[src/rtl/walk_pkg.sv]
package walk_pkg;
  localparam int PRESENT_BIT  = 0;
  localparam int WRITABLE_BIT = 1;
  localparam int USER_BIT     = 2;
  localparam int ACCESSED_BIT = 5;
  localparam int DIRTY_BIT    = 6;
  localparam int BIGPAGE_BIT  = 7;

  typedef enum logic [2:0] {
    ST_IDLE,
    ST_DIR_RD,
    ST_DIR_WB,
    ST_TBL_RD,
    ST_TBL_WB,
    ST_DONE
  } walkState_t;

  // strobes from control to datapath
  typedef struct packed {
    logic capture;
    logic loadDir;
    logic loadTbl;
    logic markBig;
    logic raiseMiss;
    logic raiseProt;
    logic selTbl;
  } walkCtl_t;

  // per-level evaluation of the entry on the read bus
  typedef struct packed {
    logic present;
    logic permitted;
    logic needWb;
  } entryStat_t;
endpackage

[src/rtl/walk_entry_check.sv]
module walk_entry_check
  import walk_pkg::*;
#(
  parameter int ENTRY_W = 32
) (
  input  logic [ENTRY_W-1:0] entry,
  input  logic               isWrite,
  input  logic               isUser,
  input  logic               leafLevel,
  output entryStat_t         stat,
  output logic [ENTRY_W-1:0] updated
);
  logic [ENTRY_W-1:0] setMask;

  always_comb begin
    setMask               = '0;
    setMask[ACCESSED_BIT] = 1'b1;
    setMask[DIRTY_BIT]    = leafLevel && isWrite;
    updated               = entry | setMask;
    stat.present          = entry[PRESENT_BIT];
    stat.permitted        = !(isWrite && !entry[WRITABLE_BIT]) &&
                            !(isUser && !entry[USER_BIT]);
    stat.needWb           = (updated != entry);
  end
endmodule

[src/rtl/walk_datapath.sv]
module walk_datapath
  import walk_pkg::*;
#(
  parameter int ADDR_W = 32,
  parameter int OFF_W  = 12
) (
  input  logic                    clk,
  input  logic                    rstN,
  input  walkCtl_t                ctl,
  input  logic [ADDR_W-1:0]       reqVaddr,
  input  logic                    reqWrite,
  input  logic                    reqUser,
  input  logic [ADDR_W-OFF_W-1:0] dirBase,
  input  logic [ADDR_W-1:0]       memRdata,
  output logic [ADDR_W-1:0]       memAddr,
  output logic [ADDR_W-1:0]       memWdata,
  output entryStat_t              dirStat,
  output entryStat_t              tblStat,
  output logic                    bigNow,
  output logic                    bigHeld,
  output logic                    fault,
  output logic                    faultNotPresent,
  output logic [ADDR_W-1:0]       faultVaddr,
  output logic                    faultWrite,
  output logic                    faultUser,
  output logic [ADDR_W-1:0]       physAddr,
  output logic [ADDR_W-1:0]       leafEntry
);
  localparam int ENTRY_SHIFT = 2;
  localparam int FRAME_W     = ADDR_W - OFF_W;
  localparam int TBL_IDX_W   = OFF_W - ENTRY_SHIFT;
  localparam int DIR_IDX_W   = ADDR_W - OFF_W - TBL_IDX_W;
  localparam int BIG_OFF_W   = OFF_W + TBL_IDX_W;
  localparam int LEVELS      = 2;

  logic [ADDR_W-1:0]  vaReg;
  logic               wrReg;
  logic               usrReg;
  logic [FRAME_W-1:0] baseReg;
  logic [ADDR_W-1:0]  dirReg;
  logic [ADDR_W-1:0]  tblReg;
  logic               bigReg;
  logic               faultReg;
  logic               missReg;

  entryStat_t        levelStat [LEVELS];
  logic [ADDR_W-1:0] levelUpd  [LEVELS];

  logic [DIR_IDX_W-1:0] dirIdx;
  logic [TBL_IDX_W-1:0] tblIdx;
  logic [ADDR_W-1:0]    dirAddr;
  logic [ADDR_W-1:0]    tblAddr;

  assign dirIdx = vaReg[ADDR_W-1 -: DIR_IDX_W];
  assign tblIdx = vaReg[OFF_W +: TBL_IDX_W];

  assign dirAddr = {baseReg, {OFF_W{1'b0}}} +
                   ADDR_W'({dirIdx, {ENTRY_SHIFT{1'b0}}});
  assign tblAddr = {dirReg[ADDR_W-1:OFF_W], {OFF_W{1'b0}}} +
                   ADDR_W'({tblIdx, {ENTRY_SHIFT{1'b0}}});

  // level 0 = directory (leaf only when big-page), level 1 = table (always leaf)
  for (genvar lv = 0; lv < LEVELS; lv++) begin : g_level
    logic leafSel;
    if (lv == 0) begin : g_dir
      assign leafSel = memRdata[BIGPAGE_BIT];
    end else begin : g_tbl
      assign leafSel = 1'b1;
    end
    walk_entry_check #(.ENTRY_W(ADDR_W)) chk_u (
      .entry    (memRdata),
      .isWrite  (wrReg),
      .isUser   (usrReg),
      .leafLevel(leafSel),
      .stat     (levelStat[lv]),
      .updated  (levelUpd[lv])
    );
  end

  assign dirStat = levelStat[0];
  assign tblStat = levelStat[1];
  assign bigNow  = memRdata[BIGPAGE_BIT];
  assign bigHeld = dirReg[BIGPAGE_BIT];

  always_ff @(posedge clk) begin
    if (!rstN) begin
      vaReg    <= '0;
      wrReg    <= 1'b0;
      usrReg   <= 1'b0;
      baseReg  <= '0;
      dirReg   <= '0;
      tblReg   <= '0;
      bigReg   <= 1'b0;
      faultReg <= 1'b0;
      missReg  <= 1'b0;
    end else begin
      if (ctl.capture) begin
        vaReg    <= reqVaddr;
        wrReg    <= reqWrite;
        usrReg   <= reqUser;
        baseReg  <= dirBase;
        bigReg   <= 1'b0;
        faultReg <= 1'b0;
        missReg  <= 1'b0;
      end
      if (ctl.loadDir)   dirReg <= levelUpd[0];
      if (ctl.loadTbl)   tblReg <= levelUpd[1];
      if (ctl.markBig)   bigReg <= 1'b1;
      if (ctl.raiseMiss) begin
        faultReg <= 1'b1;
        missReg  <= 1'b1;
      end
      if (ctl.raiseProt) begin
        faultReg <= 1'b1;
        missReg  <= 1'b0;
      end
    end
  end

  assign memAddr  = ctl.selTbl ? tblAddr : dirAddr;
  assign memWdata = ctl.selTbl ? tblReg : dirReg;

  assign fault           = faultReg;
  assign faultNotPresent = missReg;
  assign faultVaddr      = vaReg;
  assign faultWrite      = wrReg;
  assign faultUser       = usrReg;

  assign physAddr  = bigReg ? {dirReg[ADDR_W-1:BIG_OFF_W], vaReg[BIG_OFF_W-1:0]}
                            : {tblReg[ADDR_W-1:OFF_W], vaReg[OFF_W-1:0]};
  assign leafEntry = bigReg ? dirReg : tblReg;
endmodule

[src/rtl/walk_control.sv]
module walk_control
  import walk_pkg::*;
(
  input  logic       clk,
  input  logic       rstN,
  input  logic       reqValid,
  input  logic       memAck,
  input  entryStat_t dirStat,
  input  entryStat_t tblStat,
  input  logic       bigNow,
  input  logic       bigHeld,
  output walkCtl_t   ctl,
  output logic       memReq,
  output logic       memWe,
  output logic       busy,
  output logic       done
);
  walkState_t state, nextState;

  always_ff @(posedge clk) begin
    if (!rstN) state <= ST_IDLE;
    else       state <= nextState;
  end

  always_comb begin
    ctl       = '0;
    nextState = state;
    memReq    = 1'b0;
    memWe     = 1'b0;
    unique case (state)
      ST_IDLE: begin
        if (reqValid) begin
          ctl.capture = 1'b1;
          nextState   = ST_DIR_RD;
        end
      end
      ST_DIR_RD: begin
        memReq = 1'b1;
        if (memAck) begin
          if (!dirStat.present) begin
            ctl.raiseMiss = 1'b1;
            nextState     = ST_DONE;
          end else if (!dirStat.permitted) begin
            ctl.raiseProt = 1'b1;
            nextState     = ST_DONE;
          end else begin
            ctl.loadDir = 1'b1;
            if (dirStat.needWb) begin
              nextState = ST_DIR_WB;
            end else if (bigNow) begin
              ctl.markBig = 1'b1;
              nextState   = ST_DONE;
            end else begin
              nextState = ST_TBL_RD;
            end
          end
        end
      end
      ST_DIR_WB: begin
        memReq = 1'b1;
        memWe  = 1'b1;
        if (memAck) begin
          if (bigHeld) begin
            ctl.markBig = 1'b1;
            nextState   = ST_DONE;
          end else begin
            nextState = ST_TBL_RD;
          end
        end
      end
      ST_TBL_RD: begin
        memReq     = 1'b1;
        ctl.selTbl = 1'b1;
        if (memAck) begin
          if (!tblStat.present) begin
            ctl.raiseMiss = 1'b1;
            nextState     = ST_DONE;
          end else if (!tblStat.permitted) begin
            ctl.raiseProt = 1'b1;
            nextState     = ST_DONE;
          end else begin
            ctl.loadTbl = 1'b1;
            nextState   = tblStat.needWb ? ST_TBL_WB : ST_DONE;
          end
        end
      end
      ST_TBL_WB: begin
        memReq     = 1'b1;
        memWe      = 1'b1;
        ctl.selTbl = 1'b1;
        if (memAck) nextState = ST_DONE;
      end
      ST_DONE: nextState = ST_IDLE;
      default: nextState = ST_IDLE;
    endcase
  end

  assign busy = (state != ST_IDLE);
  assign done = (state == ST_DONE);
endmodule

[src/rtl/page_walker.sv]
module page_walker
  import walk_pkg::*;
#(
  parameter int ADDR_W = 32,
  parameter int OFF_W  = 12
) (
  input  logic                    clk,
  input  logic                    rstN,
  input  logic                    reqValid,
  input  logic [ADDR_W-1:0]       reqVaddr,
  input  logic                    reqWrite,
  input  logic                    reqUser,
  input  logic [ADDR_W-OFF_W-1:0] dirBase,
  output logic                    busy,
  output logic                    done,
  output logic                    memReq,
  output logic                    memWe,
  output logic [ADDR_W-1:0]       memAddr,
  output logic [ADDR_W-1:0]       memWdata,
  input  logic                    memAck,
  input  logic [ADDR_W-1:0]       memRdata,
  output logic                    fault,
  output logic                    faultNotPresent,
  output logic [ADDR_W-1:0]       faultVaddr,
  output logic                    faultWrite,
  output logic                    faultUser,
  output logic [ADDR_W-1:0]       physAddr,
  output logic [ADDR_W-1:0]       leafEntry
);
  walkCtl_t   ctl;
  entryStat_t dirStat;
  entryStat_t tblStat;
  logic       bigNow;
  logic       bigHeld;

  walk_control ctrl_u (
    .clk     (clk),
    .rstN    (rstN),
    .reqValid(reqValid),
    .memAck  (memAck),
    .dirStat (dirStat),
    .tblStat (tblStat),
    .bigNow  (bigNow),
    .bigHeld (bigHeld),
    .ctl     (ctl),
    .memReq  (memReq),
    .memWe   (memWe),
    .busy    (busy),
    .done    (done)
  );

  walk_datapath #(.ADDR_W(ADDR_W), .OFF_W(OFF_W)) dp_u (
    .clk            (clk),
    .rstN           (rstN),
    .ctl            (ctl),
    .reqVaddr       (reqVaddr),
    .reqWrite       (reqWrite),
    .reqUser        (reqUser),
    .dirBase        (dirBase),
    .memRdata       (memRdata),
    .memAddr        (memAddr),
    .memWdata       (memWdata),
    .dirStat        (dirStat),
    .tblStat        (tblStat),
    .bigNow         (bigNow),
    .bigHeld        (bigHeld),
    .fault          (fault),
    .faultNotPresent(faultNotPresent),
    .faultVaddr     (faultVaddr),
    .faultWrite     (faultWrite),
    .faultUser      (faultUser),
    .physAddr       (physAddr),
    .leafEntry      (leafEntry)
  );
endmodule

[config.mk]
export PLATFORM = sky130hd
export DESIGN_NAME = page_walker
export DESIGN_NICKNAME = d
export VERILOG_FILES = /design/src/rtl/walk_pkg.sv /design/src/rtl/walk_entry_check.sv /design/src/rtl/walk_datapath.sv /design/src/rtl/walk_control.sv /design/src/rtl/page_walker.sv
export SDC_FILE = /design/constraint.sdc
export NUM_CORES = 1
export LEC_CHECK = 0
export BUFFER_PORTS_ARGS = -buffer_cell sky130_fd_sc_hd__buf_4
export CAP_MARGIN = 20
export CORE_ASPECT_RATIO = 1.75
export CORE_MARGIN = 5
export CORE_UTILIZATION = 50
export CTS_BUF_LIST = sky130_fd_sc_hd__clkbuf_8
export DETAILED_ROUTE_END_ITERATION = 6
export PLACE_DENSITY = 0.9
export SYNTH_ARGS = -nofsm -noshare
export SYNTH_HDL_FRONTEND = slang
export SYNTH_SLANG_ARGS = --single-unit
[constraint.sdc]
create_clock -name clk -period 1.8 [get_ports clk]
set_input_delay 0.18 -clock clk [delete_from_list [all_inputs] [get_ports clk]]
set_output_delay 0.18 -clock clk [all_outputs]
set_load 0.05 [all_outputs]
==> results of run 1 <==
area by class of cell:
cell class / instances / area [um2] / share of cell area (%)
flip-flops and latches: 124 / 2490 / 24.7
well taps: 168 / 210 / 2.08
repair inverters: 1 / 5.00 / 0.0495
clock inverters: 14 / 194 / 1.92
repair buffers: 339 / 3440 / 34.0
multi-input cells: 504 / 3490 / 34.6
clock buffers: 18 / 248 / 2.45
inverters: 4 / 18.8 / 0.186
worst paths after layout:
| kind | start | endpoint | slack, ns | depth (start not counted) |
|---|---|---|---|---|
| hold / removal | reqVaddr[26] | dp_u.faultVaddr[26] | 0.03 | 3 |
| hold reg to reg | dp_u.dirReg[3] | dp_u.dirReg[3] | 0.48 | 2 |
| setup / recovery | ctrl_u.state[1] | memAddr[26] | -0.32 | 7 |
| setup reg to reg | ctrl_u.state[0] | dp_u.dirReg[27] | -0.10 | 6 |
timing repair:
action                     CTS  global route
setup endpoints to repair   66           114
cloned                       4             8
pin swaps                    1             3
buffers inserted             4             8
resized for setup           94            95
hold endpoints to repair    34             0
hold buffers                34             0
per-stage QoR:
stage	worst slack, ns	setup TNS [ns]
CTS	-0.321	-17.56
floorplan	-0.0191	-1.15
detailed placement	0.00410	0
global route	-0.382	-23.70
global placement	0.0599	0
finish	-0.324	-17.77
state kept, by name, summed over array words and instances, names as in the netlist:
signal                cells
ctrl_u.state              3
dp_u.baseReg             20
dp_u.bigReg               1
dp_u.dirReg              32
dp_u.fault                1
dp_u.faultNotPresent      1
dp_u.faultUser            1
dp_u.faultVaddr          32
dp_u.faultWrite           1
dp_u.tblReg              32
placed cells by master (no fill, tap or decap), types with 4 or more instances in the layout:
master / count
sky130_fd_sc_hd__dfxtp_1: 120
sky130_fd_sc_hd__clkbuf_16: 7
sky130_fd_sc_hd__inv_1: 4
sky130_fd_sc_hd__clkbuf_8: 18
sky130_fd_sc_hd__o21ai_0: 6
sky130_fd_sc_hd__clkinv_4: 4
sky130_fd_sc_hd__buf_8: 37
sky130_fd_sc_hd__bufinv_16: 4
sky130_fd_sc_hd__buf_6: 45
sky130_fd_sc_hd__o21a_1: 5
sky130_fd_sc_hd__mux2_2: 37
sky130_fd_sc_hd__dlygate4sd3_1: 34
sky130_fd_sc_hd__nor2_1: 5
sky130_fd_sc_hd__buf_12: 14
sky130_fd_sc_hd__a21boi_0: 37
sky130_fd_sc_hd__buf_4: 199
sky130_fd_sc_hd__mux2_4: 47
sky130_fd_sc_hd__nand2_1: 252
sky130_fd_sc_hd__a21boi_1: 18
sky130_fd_sc_hd__mux2i_1: 59
per-layer routing:
layer / routed length (um) / up-vias / global-route usage (%)
met5: 0 / - / 0
met4: 2120 / 0 / 18.1
met3: 2290 / 164 / 6.22
met2: 13900 / 512 / 56.0
met1: 8410 / 3207 / 30.7
li1: - / 2892 / -
worst register-to-register path, stage by stage, from the launching register on:
cell                       delay [ns]
sky130_fd_sc_hd__dfxtp_4         0.39
sky130_fd_sc_hd__buf_6           0.13
sky130_fd_sc_hd__nand3b_4        0.08
sky130_fd_sc_hd__or4_4           0.57
sky130_fd_sc_hd__nor2_8          0.22
sky130_fd_sc_hd__buf_12          0.18
sky130_fd_sc_hd__mux2i_1         0.25
logic make-up after synthesis:
logic type | synth area share [%]
AO/OA/AOI/OAI | 9.16
XOR/XNOR | 0.282
buffers and inverters | 7.51
flip-flops | 39.9
multiplexers | 24.9
other | 0.0603
AND/OR/NAND/NOR | 18.2
report_power, final:
group | total [mW] | switching (mW) | internal [mW]
clock network | 2.75 | 1.20 | 1.56
logic | 2.32 | 1.36 | 0.958
registers | 3.02 | 0.148 | 2.87
total | 8.09 | 2.70 | 5.39
==> qor.yml, run 1 <==
finalCritPeriodShare_pct: 118
global_route_wire_length_before_repair_um: 34600
wire_per_inst_um: 22.8
fp.dieH_um: 157
post-route-min-period_ns: 2.12
finalHoldViolCount: 0
yosysSeqAreaShare_pct: 39.9
yosysUniqueCellTypes: 40
numPortBuffers: 255
drc_viols: 0
run_status: "finished with violations"
cpPeakStageDelay_ns: 0.37
yosysTopAreaCellShare_pct: 39.9
drt-pass1-iter-count: 6
peakVddDrop_v: 0.000687
cts_buffers: 17
grt_remaining_overflow: 0
ys_dominant_reg_cell: "sky130_fd_sc_hd__dfxtp_1"
drv_cap: 0
grt_start_max_net_pins: 55
cp_data_arrival_time_ns: 1.94
worst_path_dominant_cell_family: "buffers and inverters"
final_replace_weighted_congestion: 0.945
synth.largest_area_cell: "sky130_fd_sc_hd__dfxtp_1"
yosysWarningCount: 0
clkSinkCount: 124
violations: "negative setup slack"
fin_hold_ws_ns: 0.0294
yosys_register_bits: 124
route.vias.total: 6775
start_kind: "register"
post_synthesis_cell_area_mm2: 0.00622
synthTopCellsByArea: "sky130_fd_sc_hd__dfxtp_1, sky130_fd_sc_hd__nand2_1, sky130_fd_sc_hd__mux2_2"
synth_edf_count: 0
final.setup.worst_slack_ns: -0.324
core_mm2: 0.0124
synth.avg_cell_area_um2: 8.80
crit_path_end_kind: "output port"
grt_antenna_before_repair: 0
final-setup-viol-count: 90
clk_root_buffer_cell: "sky130_fd_sc_hd__clkbuf_8"
placed_cell_area_mm2: 0.00827
drtIter0Drc: 628
post-synth-top-count-cell: "sky130_fd_sc_hd__nand2_1"
tritoncts_clock_tree: "built"
antenna-diode-count: 0
wirelength_um: 26700
die-area_mm2: 0.0148
cts_max_path_buffers: 2
netlist_top_cells_count: "sky130_fd_sc_hd__nand2_1, sky130_fd_sc_hd__dfxtp_1, sky130_fd_sc_hd__mux2_2"
maxClockFrequency_mhz: 471
areaGrowthSynthToFinish_pct: 62.5
clock_transition_at_the_register_clock_pins_on_the_worst_setup_and_hold_paths_after_cts_ns: 0.07
critPathRequiredTime_ns: 1.62
worst_hold_path_type: "in -> reg"
totalPowerFinal_mw: 8.09
floorplan.initialDensity_pct: 50.3
grt_pass1_vias: 6719
place.detailed.instances: 1083
n_fill_cell: 620
boundaryPins: 258
htree_num_levels: 4
fin_area_mm2: 0.0101
drt.antenna.violating_nets: 0
final_cells: 1172
floorplan.die.width_um: 94.3
timing.clock.skew_ns: 0.0145
clock_latency_ns: 0.43
groute.usage.overall_pct: 30.3
type_of_the_worst_setup_path: "reg -> out"
utilization_pct: 81.7
worst_path_max_delay_cell: "sky130_fd_sc_hd__dfxtp_4"
unrepaired_setup_endpoints_after_global_routing: "true"
power_density_mw_per_mm2: 801
worstPathCellList: "nor2_4, nand2_2, o21ai_4, buf_4, buf_12, mux2_2, buf_6"
row_count: 54
async_reset_ff_share_pct: 0
power_leakage_nw: 4.50
viasPerCell: 5.78
worstPathMaxFanout: 8
post_synthesis_cell_count: 706
drv_slew: 0
path_buf_inv: 3
fraction_of_layout_cells_with_a_size_suffix_above_1_pct: 43.9
dp.final_hpwl_um: 14400
final_nets: 1081
Note: power is estimated with default switching activity, not from simulation.
==> run 2, diff against run 1 <==
--- a/config.mk
+++ b/config.mk
@@ -9,10 +9,10 @@
 export CAP_MARGIN = 20
 export CORE_ASPECT_RATIO = 1.75
 export CORE_MARGIN = 5
-export CORE_UTILIZATION = 50
+export CORE_UTILIZATION = 54
 export CTS_BUF_LIST = sky130_fd_sc_hd__clkbuf_8
 export DETAILED_ROUTE_END_ITERATION = 6
-export PLACE_DENSITY = 0.9
+export PLACE_DENSITY = 0.95
 export SYNTH_ARGS = -nofsm -noshare
 export SYNTH_HDL_FRONTEND = slang
 export SYNTH_SLANG_ARGS = --single-unit
==> constraint.sdc (replaced) <==
create_clock -name clk -period 2.7 [get_ports clk]
set_input_delay 0.27 -clock clk [delete_from_list [all_inputs] [get_ports clk]]
set_output_delay 0.27 -clock clk [all_outputs]
set_load 0.05 [all_outputs]
==> run 2 against run 1 <==
  * The flow now finishes without violations
  * Register-to-register slack gained 0.65 ns
  * Final cell count shrank 9.1%
  * Sequential share of layout area grew 4.4 points
  * Clock power shrank 24%
  * Clock skew shrank 0.0055 ns
  * Global-route usage shrank 3.6 points
  * Die area shrank 6.8%
  * Worst setup slack gained 0.45 ns
  * Clock-buffer cell count is the same
  * Total power shrank 35%
  * Hold slack gained 0.045 ns
  * Critical path depth shrank 2
  * Critical endpoint is now memWdata[16]
  * Largest cell class unchanged
==> qor.yml, run 2 (synthesis gave the netlist of run 1 again) <==
run_status: "completed"  # was finished with violations
met2_wirelength_um: 9980  # was 13,900 um
placed_cell_area_mm2: 0.00802  # was 0.00827 mm2
power_density_mw_per_mm2: 620  # was 801 mW/mm2
wire_per_inst_um: 17.9  # was 22.8 um
cp_data_arrival_time_ns: 2.30  # was 1.94 ns
wirelength_um: 19100  # was 26,700 um
start_kind: "register"  # unchanged
cts_hold_buf: 0  # was 34
path_buf_inv: 2  # was 3
route.vias.total: 5752  # was 6,775
final-setup-viol-count: 0  # was 90
most-common-layout-cells: "sky130_fd_sc_hd__buf_4, sky130_fd_sc_hd__nand2_1, sky130_fd_sc_hd__dfxtp_1, sky130_fd_sc_hd__mux2_2, sky130_fd_sc_hd__mux2i_1"  # was sky130_fd_sc_hd__nand2_1, sky130_fd_sc_hd__buf_4, sky130_fd_sc_hd__dfxtp_1, sky130_fd_sc_hd__mux2i_1, sky130_fd_sc_hd__mux2_4
peakVddDrop_v: 0.000450  # was 0.000687 V
worst_slew_pin_slew_ns: 0.526
worst-r2r-setup-slack_ns: 0.55  # was -0.10 ns
clkSinkCount: 124  # unchanged
cts_max_path_buffers: 2  # unchanged
viasPerCell: 5.40  # was 5.78
utilization_pct: 74.6  # was 81.7%
crit_start: "ctrl_u.state[2]"  # was ctrl_u.state[1]
areaGrowthSynthToFinish_pct: 37.4  # was 62.5%
max_slew_margin_pct: 64.9
grt_pass1_vias: 5781  # was 6,719
worst_r2r_start: "ctrl_u.state[2]"  # was ctrl_u.state[0]
postCtsSetupRepairBufs: 0  # was 4
core_mm2: 0.0115  # was 0.0124 mm2
highest-signal-layer: "met4"  # unchanged
die-area_mm2: 0.0138  # was 0.0148 mm2
row_count: 52  # was 54
worst_path_dominant_cell_family: "flip-flops"  # was buffers and inverters
worstPathMaxFanout: 23  # was 8
cts_buffers: 17  # unchanged
totalNegativeSetupSlack_ns: 0  # was -17.77 ns
fin_area_mm2: 0.00854  # was 0.0101 mm2
numPortBuffers: 255  # unchanged
cpPeakStageDelay_ns: 0.66  # was 0.37 ns
final_nets: 1007  # was 1,081
post_cts.resized_instances: 0  # was 94
crit_path_end_kind: "output port"  # unchanged
maxClockFrequency_mhz: 388
grt_start_max_net_pins: 82  # was 55
fraction_of_layout_cells_with_a_size_suffix_above_1_pct: 42.4  # was 43.9%
drv_slew: 0  # unchanged
boundaryPins: 258  # unchanged
timing.hold.worst.start: "reqVaddr[7]"  # was reqVaddr[26]
floorplan.initialDensity_pct: 54.3  # was 50.3%
drc_viols: 0  # unchanged
drt.antenna.violating_nets: 0  # unchanged
type_of_the_worst_setup_path: "reg -> out"  # unchanged
worst_path_max_delay_cell: "sky130_fd_sc_hd__dfxtp_1"  # was sky130_fd_sc_hd__dfxtp_4
drt-pass1-iter-count: 4  # was 6
htree_num_levels: 4  # unchanged
unrepaired_setup_endpoints_after_global_routing: "false"  # was true
clk_root_buffer_cell: "sky130_fd_sc_hd__clkbuf_8"  # unchanged
finalHoldViolCount: 0  # unchanged
antenna-diode-count: 0  # unchanged
worstPathCellList: "nand2_1, o21ai_4, buf_4, mux2_2, buf_4"  # was nor2_4, nand2_2, o21ai_4, buf_4, buf_12, mux2_2, buf_6
groute.usage.overall_pct: 26.7  # was 30.3%
grt_remaining_overflow: 0  # unchanged
commonest_non_fill_non_tap_cell_in_the_layout: "sky130_fd_sc_hd__buf_4"  # was sky130_fd_sc_hd__nand2_1
timing.clock.skew_ns: 0.00899  # was 0.0145 ns
critical_path_s_most_frequent_cell: "sky130_fd_sc_hd__buf_4"
dp.final_hpwl_um: 14100  # was 14,400 um
drtIter0Drc: 257  # was 628
post-route-min-period_ns: 2.57
worst_hold_path_type: "in -> reg"  # unchanged
floorplan.die.width_um: 91.1  # was 94.3 um
clock_transition_at_the_register_clock_pins_on_the_worst_setup_and_hold_paths_after_cts_ns: 0.08  # was 0.07 ns
fin_hold_ws_ns: 0.0744  # was 0.0294 ns
final_replace_weighted_congestion: 0.908  # was 0.945
fp.dieH_um: 152  # was 157 um
drv_cap: 0  # unchanged
tritoncts_clock_tree: "built"  # unchanged
finalCritPeriodShare_pct: 95.4
wl_met3_um: 1290  # was 2290 um
power_leakage_nw: 3.91  # was 4.50 nW
critPathRequiredTime_ns: 2.43  # was 1.62 ns
global_route_wire_length_before_repair_um: 29800  # was 34,600 um
grt_antenna_before_repair: 0  # unchanged
wl_met1_um: 6980  # was 8410 um
clock_latency_ns: 0.43  # about the same
==> run 2: changes by cell type in the layout (fill, tap and decap cells not counted), sizes merged <==
cell,previous run,this run
buf,297,266
dlygate4sd3,34,0
clkinvlp,3,1
inv,6,7
bufinv,4,7
clkinv,6,3
bufbuf,1,0
clkbuf,25,18
==> run 2: area by class of cell <==
cell class / instances / area (um2)
inverter: 4 / 15.0
clock buffer: 18 / 248
clock inverter: 14 / 265
multi-input combinational: 504 / 3290
fill: 755 / 2910
sequential: 124 / 2480
tap: 135 / 169
timing repair buffer: 266 / 2070
==> run 2: routing by layer <==
| layer | GRT usage [%] | vias up |
|---|---|---|
| met1 | 28.4 | 2697 |
| met3 | 7.17 | 60 |
| met2 | 47.4 | 251 |
| li1 | - | 2744 |
| met4 | 14.0 | 0 |
| met5 | 0 | - |
==> run 2: final timing paths <==
path                                           end  cells after the start
worst max-delay path                  memWdata[16]                      5
worst min-delay path            dp_u.faultVaddr[7]                      3
worst max register to register     dp_u.dirReg[14]                      5
worst min register to register    dp_u.baseReg[16]                      2
==> run 2: stage by stage <==
step	std cells	setup WS (ns)	power [mW]
floorplan	707	0.791	2.85
global placement	1033	0.549	3.21
detailed placement	1033	0.499	3.23
CTS	1065	0.00831	5.32
global route	1065	0.0111	5.49
finish	1065	0.125	5.29
==> run 2: power breakdown <==
part           switching [mW]  internal (mW)
logic                   0.768          0.420
registers              0.0898           1.92
clock network           0.782           1.32
total                    1.64           3.66
==> run 2: tightest hold or removal path: cells and delay by family <==
| kind | cells | cell delay (ns) |
|---|---|---|
| buffers and inverters | 1 | 0.11 |
| AO/OA/AOI/OAI | 1 | 0.05 |
| AND/OR/NAND/NOR | 1 | 0.04 |
